$ cat src/rtl/accPkg.sv
package accPkg;

  typedef enum logic [1:0] {
    PACE_OFF         = 2'd0,
    PACE_SINCE_IRQ   = 2'd1,
    PACE_SINCE_FIRST = 2'd2,
    PACE_SINCE_LAST  = 2'd3
  } paceMode_t;

  // strobes from control to datapath, all valid for the current cycle
  typedef struct packed {
    logic issuePop;
    logic storeEntry;
    logic raiseIrq;
    logic clearList;
    logic clearPtr;
  } accStrobe_t;

endpackage

$ cat src/rtl/accDatapath.sv
module accDatapath
  import accPkg::*;
#(
  parameter int QID_W      = 8,
  parameter int DESC_W     = 16,
  parameter int MAX_QUEUES = 32,
  parameter int MAX_DEPTH  = 64,
  parameter int LAT_W      = 12,
  localparam int OFF_W     = $clog2(MAX_QUEUES),
  localparam int QCNT_W    = OFF_W + 1,
  localparam int CNT_W     = $clog2(MAX_DEPTH + 1)
) (
  input  logic              clk,
  input  logic              rstN,
  input  accStrobe_t        strobe,
  input  logic [QID_W-1:0]  cfgBase,
  input  logic [QCNT_W-1:0] cfgQueueCount,
  input  logic [CNT_W-1:0]  cfgListDepth,
  input  paceMode_t         cfgMode,
  input  logic [LAT_W-1:0]  cfgLatency,
  input  logic              usTick,
  input  logic [DESC_W-1:0] popDesc,
  output logic [QID_W-1:0]  popQid,
  output logic [CNT_W-1:0]  listAddr,
  output logic [DESC_W-1:0] listData,
  output logic [CNT_W-1:0]  entryCount,
  output logic              timerDue
);

  logic [OFF_W-1:0] pollOffset;
  logic [CNT_W-1:0] fillCount;
  logic [LAT_W-1:0] paceTimer;
  logic             paceArmed;
  logic             offsetWrap;
  logic             timerArmed;
  logic             timerAtLimit;

  // round-robin poll offset inside the monitored window
  assign offsetWrap = ({1'b0, pollOffset} + QCNT_W'(1)) >= cfgQueueCount;

  always_ff @(posedge clk) begin
    if (!rstN)                pollOffset <= '0;
    else if (strobe.clearPtr) pollOffset <= '0;
    else if (strobe.issuePop) pollOffset <= offsetWrap ? '0 : pollOffset + OFF_W'(1);
  end

  assign popQid = cfgBase + QID_W'(pollOffset);

  // list fill counter doubles as the write slot
  always_ff @(posedge clk) begin
    if (!rstN)                  fillCount <= '0;
    else if (strobe.clearList)  fillCount <= '0;
    else if (strobe.storeEntry) fillCount <= fillCount + CNT_W'(1);
  end

  assign listAddr   = fillCount;
  assign listData   = popDesc;
  assign entryCount = fillCount;

  // pacing timer: the mode picks which event restarts it
  always_ff @(posedge clk) begin
    if (!rstN) begin
      paceTimer <= '0;
      paceArmed <= 1'b0;
    end else if (strobe.raiseIrq) begin
      paceTimer <= '0;
      paceArmed <= 1'b0;
    end else if (strobe.storeEntry && cfgMode == PACE_SINCE_FIRST && !paceArmed) begin
      paceTimer <= '0;
      paceArmed <= 1'b1;
    end else if (strobe.storeEntry && cfgMode == PACE_SINCE_LAST) begin
      paceTimer <= '0;
      paceArmed <= 1'b1;
    end else if (usTick && paceTimer < cfgLatency) begin
      paceTimer <= paceTimer + LAT_W'(1);
    end
  end

  assign timerArmed   = (cfgMode == PACE_SINCE_IRQ) || paceArmed;
  assign timerAtLimit = paceTimer >= cfgLatency;
  assign timerDue     = (cfgMode != PACE_OFF) && timerArmed && timerAtLimit
                        && (fillCount != '0);

  // ---------------- assertions ----------------
  logic [QID_W-1:0] qidOffset;
  assign qidOffset = popQid - cfgBase;

  p_qid_in_window_r2: assert property (@(posedge clk) disable iff (!rstN)
    strobe.issuePop |-> (qidOffset < QID_W'(cfgQueueCount)));

  p_store_bumps_count_r4: assert property (@(posedge clk) disable iff (!rstN)
    strobe.storeEntry |=> (entryCount == $past(entryCount) + CNT_W'(1)));

  p_count_in_bound_r12: assert property (@(posedge clk) disable iff (!rstN)
    entryCount <= cfgListDepth);

endmodule

$ cat src/rtl/accControl.sv
module accControl
  import accPkg::*;
#(
  parameter int MAX_DEPTH = 64,
  localparam int CNT_W    = $clog2(MAX_DEPTH + 1)
) (
  input  logic             clk,
  input  logic             rstN,
  input  logic             cfgEnable,
  input  paceMode_t        cfgMode,
  input  logic [CNT_W-1:0] cfgListDepth,
  input  logic [CNT_W-1:0] entryCount,
  input  logic             timerDue,
  input  logic             popHit,
  input  logic             irqAck,
  output accStrobe_t       strobe,
  output logic             irq
);

  logic irqReg;
  logic listFull;

  assign listFull = entryCount >= cfgListDepth;

  always_comb begin
    strobe            = '0;
    strobe.issuePop   = cfgEnable && !irqReg && !listFull;
    strobe.storeEntry = strobe.issuePop && popHit;
    strobe.raiseIrq   = !irqReg && (listFull || timerDue);
    strobe.clearList  = irqReg && irqAck;
    strobe.clearPtr   = !cfgEnable;
  end

  always_ff @(posedge clk) begin
    if (!rstN)                 irqReg <= 1'b0;
    else if (strobe.raiseIrq)  irqReg <= 1'b1;
    else if (strobe.clearList) irqReg <= 1'b0;
  end

  assign irq = irqReg;

  // ---------------- assertions ----------------
  p_irq_holds_r10: assert property (@(posedge clk) disable iff (!rstN)
    (irqReg && !irqAck) |=> irqReg);

  p_ack_empties_r11: assert property (@(posedge clk) disable iff (!rstN)
    (irqReg && irqAck) |=> (!irqReg && entryCount == '0));

  p_mode_off_full_only_r6: assert property (@(posedge clk) disable iff (!rstN)
    ($rose(irqReg) && cfgMode == PACE_OFF) |-> (entryCount >= cfgListDepth));

  p_full_raises_r5: assert property (@(posedge clk) disable iff (!rstN)
    (!irqReg && entryCount >= cfgListDepth) |=> irqReg);

endmodule

$ cat src/rtl/pacedAccumulator.sv
module pacedAccumulator
  import accPkg::*;
#(
  parameter int QID_W      = 8,
  parameter int DESC_W     = 16,
  parameter int MAX_QUEUES = 32,
  parameter int MAX_DEPTH  = 64,
  parameter int LAT_W      = 12,
  localparam int QCNT_W    = $clog2(MAX_QUEUES) + 1,
  localparam int CNT_W     = $clog2(MAX_DEPTH + 1)
) (
  input  logic              clk,
  input  logic              rstN,
  input  logic              cfgEnable,
  input  logic [QID_W-1:0]  cfgBase,
  input  logic [QCNT_W-1:0] cfgQueueCount,
  input  logic [CNT_W-1:0]  cfgListDepth,
  input  logic [1:0]        cfgPaceMode,
  input  logic [LAT_W-1:0]  cfgLatency,
  input  logic              usTick,
  output logic              popReq,
  output logic [QID_W-1:0]  popQid,
  input  logic              popHit,
  input  logic [DESC_W-1:0] popDesc,
  output logic              listWe,
  output logic [CNT_W-1:0]  listAddr,
  output logic [DESC_W-1:0] listData,
  output logic              irq,
  input  logic              irqAck,
  output logic [CNT_W-1:0]  entryCount
);

  accStrobe_t strobe;
  paceMode_t  paceMode;
  logic       timerDue;

  assign paceMode = paceMode_t'(cfgPaceMode);

  accControl #(.MAX_DEPTH(MAX_DEPTH)) uCtrl (
    .clk          (clk),
    .rstN         (rstN),
    .cfgEnable    (cfgEnable),
    .cfgMode      (paceMode),
    .cfgListDepth (cfgListDepth),
    .entryCount   (entryCount),
    .timerDue     (timerDue),
    .popHit       (popHit),
    .irqAck       (irqAck),
    .strobe       (strobe),
    .irq          (irq)
  );

  accDatapath #(
    .QID_W      (QID_W),
    .DESC_W     (DESC_W),
    .MAX_QUEUES (MAX_QUEUES),
    .MAX_DEPTH  (MAX_DEPTH),
    .LAT_W      (LAT_W)
  ) uData (
    .clk           (clk),
    .rstN          (rstN),
    .strobe        (strobe),
    .cfgBase       (cfgBase),
    .cfgQueueCount (cfgQueueCount),
    .cfgListDepth  (cfgListDepth),
    .cfgMode       (paceMode),
    .cfgLatency    (cfgLatency),
    .usTick        (usTick),
    .popDesc       (popDesc),
    .popQid        (popQid),
    .listAddr      (listAddr),
    .listData      (listData),
    .entryCount    (entryCount),
    .timerDue      (timerDue)
  );

  assign popReq = strobe.issuePop;
  assign listWe = strobe.storeEntry;

  p_frozen_quiet_r10: assert property (@(posedge clk) disable iff (!rstN)
    irq |-> (!popReq && !listWe));

endmodule

$ cat config.mk
export PLATFORM = sky130hd
export DESIGN_NAME = pacedAccumulator
export DESIGN_NICKNAME = d
export VERILOG_FILES = /design/src/rtl/accPkg.sv /design/src/rtl/accDatapath.sv /design/src/rtl/accControl.sv /design/src/rtl/pacedAccumulator.sv
export SDC_FILE = /design/constraint.sdc
export NUM_CORES = 1
export LEC_CHECK = 0
export BUFFER_PORTS_ARGS = -buffer_cell sky130_fd_sc_hd__buf_4
export CAP_MARGIN = 20
export CORE_ASPECT_RATIO = 2
export CORE_UTILIZATION = 23
export CTS_BUF_LIST = sky130_fd_sc_hd__clkbuf_16
export DETAILED_ROUTE_END_ITERATION = 10
export GPL_ROUTABILITY_DRIVEN = 0
export SLEW_MARGIN = 10
export SYNTH_ARGS = -nofsm -noshare
export SYNTH_HDL_FRONTEND = slang
export SYNTH_SLANG_ARGS = --single-unit
$ cat constraint.sdc
create_clock -name clk -period 5 [get_ports clk]
set_input_delay 0.5 -clock clk [delete_from_list [all_inputs] [get_ports clk]]
set_output_delay 0.5 -clock clk [all_outputs]
set_load 0.05 [all_outputs]
### Word level (Yosys, flattened, before mapping)

Cells that the tools add are included.

| operators by class | value |
|---|---|
| add/subtract/negate cells | 5 |
| magnitude comparators | 4 |
| equal/unequal tests | 3 |
| mux-type cells | 5 |
| bitwise logic cells | 1 |
| reduce and logical (&&, ||, !) cells | 25 |

Operators with widths:

| kind | number |
|---|---|
| 12-bit by 1-bit adder with 12-bit output, second input constant | 1 |
| 12-bit >= comparator | 1 |
| 1-bit logical AND | 12 |
| 12-bit < comparator | 1 |
| 8-bit by 5-bit adder with 8-bit output | 1 |
| 7-bit by 1-bit adder with 7-bit output, second input constant | 1 |
| 7-bit >= comparator | 1 |
| 7-bit nonzero test | 1 |
| 5-bit by 1-bit adder with 6-bit output, second input constant | 1 |
| 6-bit >= comparator | 1 |
| 2-bit nonzero test | 3 |
| 5-bit by 1-bit adder with 5-bit output, second input constant | 1 |
| 5-bit 2-to-1 mux | 1 |
| 2-bit == test, second input constant | 2 |
| 1-bit 2-to-1 mux | 4 |
| 2-bit OR reduction | 2 |
| 4-bit OR reduction | 1 |
| 1-bit zero test | 3 |
| 2-bit by 1-bit == test with 1-bit output, second input constant | 1 |
| 1-bit logical OR | 2 |
| 2-bit AND reduction | 1 |
| 1-bit NOT | 1 |

| storage, ports and cells | value |
|---|---|
| register bits | 26 |
| input port bits | 57 |
| output and inout bits | 41 |
| word-level logic and storage cells | 48 |

### Logic depth before layout (Yosys ltp)

Gate-level depths: netlist of the first run.

| depth | value |
|---|---|
| depth in word-level cells | 8 |
| gate-level depth with buffers | 11 |

### Hierarchy

From an unflattened synthesis of the first run, not the netlist that was laid out.

| unflattened totals | value |
|---|---|
| cells, all modules | 285 |
| area total of the unflattened synthesis | 2311.0 um^2 |

By module, submodules not included:

| module | instances | cells an instance | area an instance (um^2) | seq. area each (um^2) |
|---|---|---|---|---|
| accDatapath | 1 | 252 | 2063.2 | 500.5 |
| accControl | 1 | 33 | 247.7 | 20.0 |

### Worst setup path before layout of the first run

Ideal clock, no wire load.

| timing | value |
|---|---|
| path type | register to output |
| start | register uData.fillCount[0], in the netlist uData.entryCount[0] |
| end | output popReq |
| data arrival time | 2530 ps |
| data required time | 4500 ps |
| path slack | 1970 ps |
| stages on the path, launching flop included | 8 |
| path through | dfxtp_1 -> inv_1 -> ha_1 -> nand2b_4 -> a211o_1 -> a211oi_4 -> nand2_1 -> inv_1 |

| between the ends | value |
|---|---|
| cells in the longest elaborated chain, start to end | 3 |

Ends and longest elaborated chain:

| item | RTL line | text |
|---|---|---|
| start, declared | accDatapath.sv:31 | `logic [CNT_W-1:0] fillCount;` |
| start signal, assigned | accDatapath.sv:53 | `else if (strobe.storeEntry) fillCount <= fillCount + CNT_W'(1);` |
| 7-bit >= comparator | accControl.sv:23 | `assign listFull = entryCount >= cfgListDepth;` |
| 1-bit zero test | accControl.sv:27 | `strobe.issuePop = cfgEnable && !irqReg && !listFull;` |
| 1-bit logical AND | accControl.sv:27 |  |
| end, declared | pacedAccumulator.sv:21 | `output logic popReq,` |

Every way passes these cells.

### Final worst setup path of the first run

Same ends and word-level chain as after synthesis.

==> results of run 1 <==
[cells in the mapped netlist]
cell type,count,area share [%]
inv_1,38,6.2
ha_1,34,18
nor2_1,31,5.0
dfxtp_1,26,23
buf_4,23,7.5
nand2_1,22,3.6
xnor2_1,22,8.3
a21oi_1,18,3.9
nand3_1,11,2.4
o21ai_0,9,2.0
nor3_1,6,1.3
nor4_1,6,1.6
nand4_1,5,1.4
a21o_1,4,1.3
nand2b_1,3,0.81
xor2_1,3,1.1
a31oi_1,2,0.54
clkbuf_1,2,0.33
mux2i_1,2,0.87
nor3b_1,2,0.65
a2111oi_0,1,0.38
a211o_1,1,0.38
a211oi_1,1,0.33
a211oi_4,1,0.87
a2bb2oi_1,1,0.38
and2b_1,1,0.33
and3_1,1,0.27
and4_1,1,0.38
buf_6,1,0.49
clkinv_4,1,0.38
fa_1,1,0.87
nand2b_4,1,0.60
nand3_4,1,0.76
nand3b_1,1,0.33
nand4b_1,1,0.38
nor4_2,1,0.54
nor4_4,1,0.92
nor4b_1,1,0.38
o2111ai_1,1,0.38
o311ai_0,1,0.38
o31ai_1,1,0.33
or3_1,1,0.27
[state kept, by name, summed over array words and instances (netlist names)]
signal and count:
uData.pollOffset 5, uData.paceArmed 1, uData.entryCount 7, uData.paceTimer 12, uCtrl.irq 1
[cell usage in the layout (no fill, tap or decap), drive strengths merged, types with 2 or more instances in the layout]
cell type  Yosys  layout
a31oi          2       2
a21oi         18      18
dfxtp         26      26
a21o           4       4
ha            34      34
xor2           3       3
clkinv         1       2
nor4           8       8
a211oi         2       2
nand2b         4       4
nor3           6       6
nand4          5       5
nor3b          2       2
mux2i          2       2
inv           38      38
nand2         22      22
buf           24      66
xnor2         22      22
o21ai          9       9
nand3         12      12
clkbuf         2       3
nor2          31      31
[final timing paths]
| path | start | endpoint | slack [ns] | depth (start not counted) |
|---|---|---|---|---|
| max | uData.entryCount[0]$_SDFFE_PP0P_ | popReq | 1.94 | 8 |
| max reg2reg | uData.entryCount[0]$_SDFFE_PP0P_ | uData.paceTimer[2]$_SDFFE_PP0P_ | 2.16 | 10 |
| min | uData.paceArmed$_SDFFE_PP0P_ | uData.paceArmed$_SDFFE_PP0P_ | 0.49 | 2 |
| min reg2reg | uData.paceArmed$_SDFFE_PP0P_ | uData.paceArmed$_SDFFE_PP0P_ | 0.49 | 2 |
[area by class of cell]
| cell class | instances | share of cell area (%) |
|---|---|---|
| Inverter | 39 | 5.30 |
| Multi-Input combinational cell | 200 | 50.6 |
| Clock buffer | 3 | 2.63 |
| Clock inverter | 1 | 0.131 |
| Sequential cell | 26 | 18.2 |
| Timing Repair Buffer | 66 | 17.3 |
| Tap cell | 132 | 5.78 |
[report_power, final]
group	internal [mW]	leakage [nW]	switching (mW)
combinational	0.0538	1.12	0.0709
clock	0.107	0.0385	0.0736
sequential	0.211	0.210	0.00540
[cells by family after synthesis]
family	after synthesis	synth area share (%)
compound gates	41	11.1
xor+xnor	25	9.48
fa+ha+maj	35	19.3
buf+inv	65	14.8
flops	26	22.5
mux	2	0.867
simple gates	97	21.9
[metal layers]
layer,GRT usage [%],part of all wire (%),vias up
met3,1.19,4.6,9
met5,0,0,-
met4,4.13,1.8,0
li1,-,-,1052
met1,11.0,38,947
met2,21.2,56,48
[per-stage QoR]
step | cells | setup WS (ns) | total power [mW] | area [um^2]
after global routing | 467 | 1.76 | 0.545 | 2860
after floorplan | 291 | 1.97 | 0.333 | 2310
after detailed placement | 463 | 2.05 | 0.348 | 2780
after global placement | 463 | 2.13 | 0.346 | 2780
final | 467 | 1.94 | 0.522 | 2860
after CTS | 467 | 1.90 | 0.526 | 2860
[critical path, cell delays in order (launching register included)]
cell	delay [ns]
dfxtp_1	0.43
inv_1	0.12
ha_1	0.28
nand2b_4	0.13
a211o_1	0.32
a211oi_4	0.42
nand2_1	0.23
inv_1	0.15
buf_4	0.21
==> results summary, run 1 <==
The timing-limited maximum frequency came out at 327 MHz. The tool flagged a number of max-cap violations equal to 0. The area of the die came out at 10500 um^2.

Counting every instance in the synthesized netlist gives 291. Of the available clock period, the critical path in the final layout requires 61.2%. The clock tree from TritonCTS is built. The part of the Yosys area used for sequential elements came out at between 20% and 30%. The fraction of layout instances using a drive strength above 1 came out at 22.4%. The final sum of negative setup slack is 0 ns. The maximum level of the CTS H-tree is 1. The largest fanout on the critical path came out at 7. In this run, CTS created clock tree buffers numbering 3.

The total number of nets in the final design is ~430. The hold-fix buffer count after cts is 0. The run finished with clean final reports. The effective utilization at floorplan is 23.7%. The HPWL reported at the end of detailed placement is 4670 um. The number of antenna violations at the first check in global routing came out at 0. After filler insertion, the fill cell instance count of the layout stands at ~1100. The remaining antenna violation count after routing is 0. The final routed wirelength across all metal layers is 5440 um. The final-report setup violation count is 0. The first global-routing pass estimated between 8000 and 9000 um of wire. The minimum hold slack is roughly 0.5 ns. The number of synthesis warnings came out at 0. Setup repair after global routing left no endpoint under its margin. The CTS sink count came out at 26. Entering global routing, the biggest net connects 15 pins. The count of distinct cell types in the synthesized netlist is 42. From left edge to right edge, the die measures between 70 and 80 um.

The worst endpoint data arrival time came out at 2.56 ns. The mapped cell area came out at around 2300 um^2. The worst path needs between 3 and 4 ns of the cycle, external delays included.

The number of buffers added for setup after CTS is 0. The vias per cell came out at 4.40. The average wire per standard cell is 11.6 um.

The CTS clock-pin slew for the worst setup and hold paths came out at 0.07 ns. When the netlist entered floorplanning its net count stood at around 380. IR analysis of the VDD net gives a maximum drop of 0.000118 V.

The post-route core utilization is 29.3%. The total routing resource utilization after global routing came out at approximately 11%. The number of global-route vias before repair is 1991. After clock tree synthesis, the repair step resized 0 gates.

During I/O placement, the number of pins put on the boundary was 98. The critical path is of the flip-flop to output pin type. The floorplan core area came out at between 9000 and 10000 um^2. The multi-input logic area came out at between 1000 and 1500 um^2. The number of design rule violations left after detail routing came out at 0.

The final number of max-transition violations came out at 0. The number of violations reported at the end of detailed-routing iteration 0 is 39. The reported leakage power came out at 1.37 nW. The setup clock skew after layout is 0.00579 ns.

Measured against its own limit, the worst slew margin works out to 31.2%. The worst setup path is launched from a flip-flop. The pin slew with the least headroom to its limit came out at around 1.0 ns. For this design the ratio of total power to cell area is 183 nW/um^2. The maximum buffer depth of the clock tree came out at 2.

The growth of design area from synthesis to finish is 23.7%. The site row count came out at between 50 and 60. The required arrival time at the worst endpoint came out at 4.50 ns. The count of buffers from port buffering is between 60 and 70. The number of register bits inferred by synthesis is 26. In this run the clock root is driven by a clkbuf_16.

The type of the worst min-delay path is flip-flop to flip-flop. The via total after detailed routing is about 2100. The number of iterations in the first detailed-routing pass is 4.

STA classifies the critical path endpoint as an output pin. The source-to-sink clock delay at the later pin of the worst-skew pair came out at 0.26 ns. The final hold violation count is 0. The overflow left after global routing came out at 0. The synthesized area per cell came out at 7.94 um^2. The sequential cell area in the final layout is 520 um^2.

The final antenna diode count is 0. The vertical die dimension came out at 144 um.
Power figures use the tool's default switching activity.
==> run 2, diff against run 1 <==
--- a/config.mk
+++ b/config.mk
@@ -5,6 +5,7 @@
 export SDC_FILE = /design/constraint.sdc
 export NUM_CORES = 1
 export LEC_CHECK = 0
+export ABC_AREA = 1
 export BUFFER_PORTS_ARGS = -buffer_cell sky130_fd_sc_hd__buf_4
 export CAP_MARGIN = 20
 export CORE_ASPECT_RATIO = 2
==> constraint.sdc (replaced) <==
create_clock -name clk -period 2.7 [get_ports clk]
set_input_delay 0.27 -clock clk [delete_from_list [all_inputs] [get_ports clk]]
set_output_delay 0.27 -clock clk [all_outputs]
set_load 0.05 [all_outputs]
==> run 2 against run 1 <==
  * Clock skew about the same
  * Sequential power increased by 89%
  * Wire length increased by 17%
  * Non-clock buffer count increased by 4
  * Combinational power increased to 2.5 times the previous value
  * Worst hold slack got worse by 0.22 ns
  * Critical endpoint is now popQid[6]
  * Largest cell class unchanged
  * Highest routed layer unchanged
==> results summary, run 2 <==
The run finished with clean final reports. The total I/O pin count is 98 (unchanged). The number of design rule violations left after detail routing was 0 (unchanged). The largest net degree at the start of global routing came out at 16 (+1).

The startpoint identified for the worst register-to-register timing path is uData.pollOffset[0]$_SDFFE_PN0N_. The library cells used most frequently in the layout, excluding fill and tap cells, are nand2_1, inv_1, buf_4, ha_1, dfxtp_1. In this run the most critical hold path is launched from rstN. The cell count of the worst hold path is 3 (+1).

The overall power consumption is 1.16 mW (+120%). The global-route wire length before repair is 10700 um (+21%). The critical path is of the flip-flop to output pin type. Leaving out fill and tap cells, the most frequent cell in the layout is nand2_1.

The fraction of layout instances using a drive strength above 1 is 24.0% (+1.6 points). The worst setup path is captured at an output pin. The overflow left after global routing is 0 (unchanged). The switching power is 350 uW (+130%). Counting instances in the post-synthesis netlist gives the leading cell types as nand2_1, inv_1, ha_1, dfxtp_1, buf_4. The required arrival time at the worst endpoint is 2.43 ns (-2.07 ns).

The number of buffers added for setup after CTS is 0 (unchanged). The remaining antenna violation count after routing is 0 (unchanged). The library cell with the highest instance count after synthesis is nand2_1.

The maximum buffer depth of the clock tree is 2 (unchanged). The number of instances in the synthesized netlist came out at 386 (+33%). The part of the Yosys area used for sequential elements was 19.7% (-2.8 points). dfxtp_1 takes more of the synthesized area than any other cell.

The chip width is 77.7 um (+6.7%). The most used flip-flop cell after synthesis is dfxtp_1. The cell sitting at the root of the clock tree is a clkbuf_16. The hold-fix buffer count after cts is 0 (unchanged). The pin slew with the least headroom to its limit is 0.340 ns (-0.690 ns). The minimum hold slack came out at 0.266 ns (-0.220 ns).

The count of buffers from port buffering came to 65 (unchanged). The site row count was 55 (+7.8%). The number of flip-flops in the largest register came out at 12 (unchanged). The setup clock skew after layout came out at 0.00624 ns (+0.000454 ns).

The number of violations reported at the end of detailed-routing iteration 0 came out at 77 (+97%). The path with the worst hold slack has its endpoint at uData.paceArmed$_SDFFE_PP0P_. The effective utilization at floorplan came to 23.5% (-0.14 points). The number of register bits inferred by synthesis is 26 (unchanged).

The final number of max-transition violations is 0 (unchanged). The count of placed standard cells in the final layout, fillers left out came to 575 (+23%). The worst endpoint data arrival time is 2.21 ns (-0.35 ns). The peak supply drop came to 0.000222 V (+89%). The number of antenna violations at the first check in global routing came out at 0 (unchanged).

The growth of design area from synthesis to finish is 22.4%. The HPWL reported at the end of detailed placement was 5430 um (+16%). The summed area of non-filler cells in the final layout was 3230 um^2 (+13%).

The final worst setup slack came out at 0.216 ns (-1.73 ns). Setup repair after global routing left no endpoint under its margin. The part of the power in the clock network is 37.6% (+2.9 points). The total routing resource utilization after global routing came out at 11.2% (+0.47 points). The number of global-route vias before repair came out at 2486 (+25%).

The via total after detailed routing is 2429 (+18%). The clock period could shrink to 2.48 ns. The CTS clock-pin slew for the worst setup and hold paths came out at 0.07 ns (about the same).

The minimum setup slack among reg-to-reg paths is 0.51 ns (-1.65 ns). The total nets after synthesis is 478 (+25%). The relative contribution of combinational cells to total power is 27.2% (+3.3 points). The register with the most flip-flops in the final layout is uData.paceTimer.

The floorplan core area came to 11200 um^2 (+15%). In this run the critical register-to-register path is captured at uData.pollOffset[4]$_SDFFE_PN0N_. The timing-limited maximum frequency is 403 MHz.

The largest fanout on the critical path is 6 (-1). The synthesized area per cell is 6.83 um^2 (-14%). The source-to-sink clock delay at the later pin of the worst-skew pair came out at 0.26 ns (about the same). The share of the synthesized area in the top cell type came out at 19.7% (-2.8 points). The count of placed standard cells including taps came out at 571 (+23%). The mapped cell area is 2640 um^2 (+14%).

TritonCTS built the clock tree. The placed standard-cell area came out at 3120 um^2 (+12%). The post-route core utilization is 28.8% (-0.48 points). The maximum level of the CTS H-tree is 1 (unchanged). Yosys attributes the largest share of cell area to dfxtp_1, ha_1, nand2_1, inv_1, buf_4. The vertical die dimension came out at 153 um (+6.8%).

The clock buffer count from CTS is 3 (unchanged). The internal power contribution came out at 811 uW (+120%). The number of synthesis warnings came out at 0 (unchanged).

The final hold violation count is 0 (unchanged). The share of power burned in registers is 35.2% (-6.3 points). In the final layout, the registers with the most flip-flops are uData.paceTimer: 12 flops, uData.entryCount: 7 flops, uData.pollOffset: 5 flops.

The fraction of the cycle the final worst path needs is between 90% and 100%. The average wire per standard cell came out at 11.0 um (-5.3%). The share of total power consumed by net switching came to 30.2% (+1.4 points). The max capacitance violation total came out at 0 (unchanged). The area of the die came out at 11900 um^2 (+14%). The number of iterations in the first detailed-routing pass came out at 4 (unchanged). The reported leakage power was 1.70 nW (+24%). The worst setup slack before clock tree synthesis came out at 0.347 ns (-1.70 ns).

The worst setup path is launched from a flip-flop. The worst hold path belongs to the class input port to flip-flop. The final routed wirelength across all metal layers is 6350 um (+17%).

The vias per cell is 4.22 (-4.0%). The relative max-transition margin is 77.1% (+46 points). The total number of nets in the final design is 526 (+23%).

The final-report setup violation count came out at 0 (unchanged). The final sum of negative setup slack came out at 0 ns (unchanged). The count of distinct cell types in the synthesized netlist is 37 (-12%).

The fraction of registers with async set or reset after synthesis is 0% (unchanged). The final antenna diode count came out at 0 (unchanged). The number of flops mapped to enable cells by yosys is 0 (unchanged).

The length in cells of the worst reg-to-reg path is 11 (+1). The power density of the placed cells came out at 360 nW/um^2 (+97%). The CTS sink count is 26 (unchanged).
## run 2: how the worst max path moves through the flow
stage	slack (ns)	from	end
6_report	0.22	uData.pollOffset[0]$_SDFFE_PN0N_	popQid[6]
5_1_grt	0.01	uData.pollOffset[0]$_SDFFE_PN0N_	popQid[6]
4_1_cts	0.04	uData.pollOffset[0]$_SDFFE_PN0N_	popQid[6]
3_5_place_dp	0.35	uData.pollOffset[0]$_SDFFE_PN0N_	popQid[6]
3_3_place_gp	0.42	uData.pollOffset[0]$_SDFFE_PN0N_	popQid[6]
2_1_floorplan	0.19	uData.pollOffset[0]$_SDFFE_PN0N_	popQid[6]
## run 2: final cells by class
class / count / area [um^2]
repair buffers: 70 / 526
clock inverters: 1 / 30.0
well taps: 142 / 178
flip-flops and latches: 26 / 520
inverters: 80 / 305
fillers: 1211 / 7990
multi-input cells: 253 / 1600
clock buffers: 3 / 75.1
## run 2: kinds of logic (layout without fill, tap and decap cells)
kind of cell	Yosys count	after routing	share of synthesized area (%)
adder cells (fa/ha/maj)	35	35	16.9
XOR/XNOR	21	21	7.26
buffers and inverters	107	154	19.9
AND/OR/NAND/NOR	152	152	26.4
flip-flops	26	26	19.7
AO/OA/AOI/OAI	45	45	9.82
## run 2: timing repair
item,CTS,global route
setup endpoints to repair,0,1
endpoints found under the hold margin,0,0
gates resized for setup,0,2
## run 2: layer usage
metal	track usage [%]	vias up	part of all wire (%)	wire length, um
li1	-	1278	-	-
met1	10.0	1083	36	2260
met2	23.6	57	58	3670
met3	0.896	11	3.9	247
met4	5.57	0	2.7	170
met5	0	-	0	0
## run 2: power groups by stage
stage | Combinational, mW | Sequential, mW | Clock, mW
floorplan | 0.268 | 0.423 | 0
global placement | 0.311 | 0.417 | 0
detailed placement | 0.318 | 0.418 | 0
CTS | 0.320 | 0.409 | 0.459
global route | 0.350 | 0.411 | 0.471
finish | 0.316 | 0.409 | 0.436
## run 2: worst max-delay path: stages (launching register included)
cell and delay, ns:
dfxtp_1 0.44, ha_1 0.21, inv_1 0.06, fa_1 0.41
o21ai_2 0.20, nand2_1 0.07, a21oi_1 0.16, xor2_1 0.17
buf_4 0.22
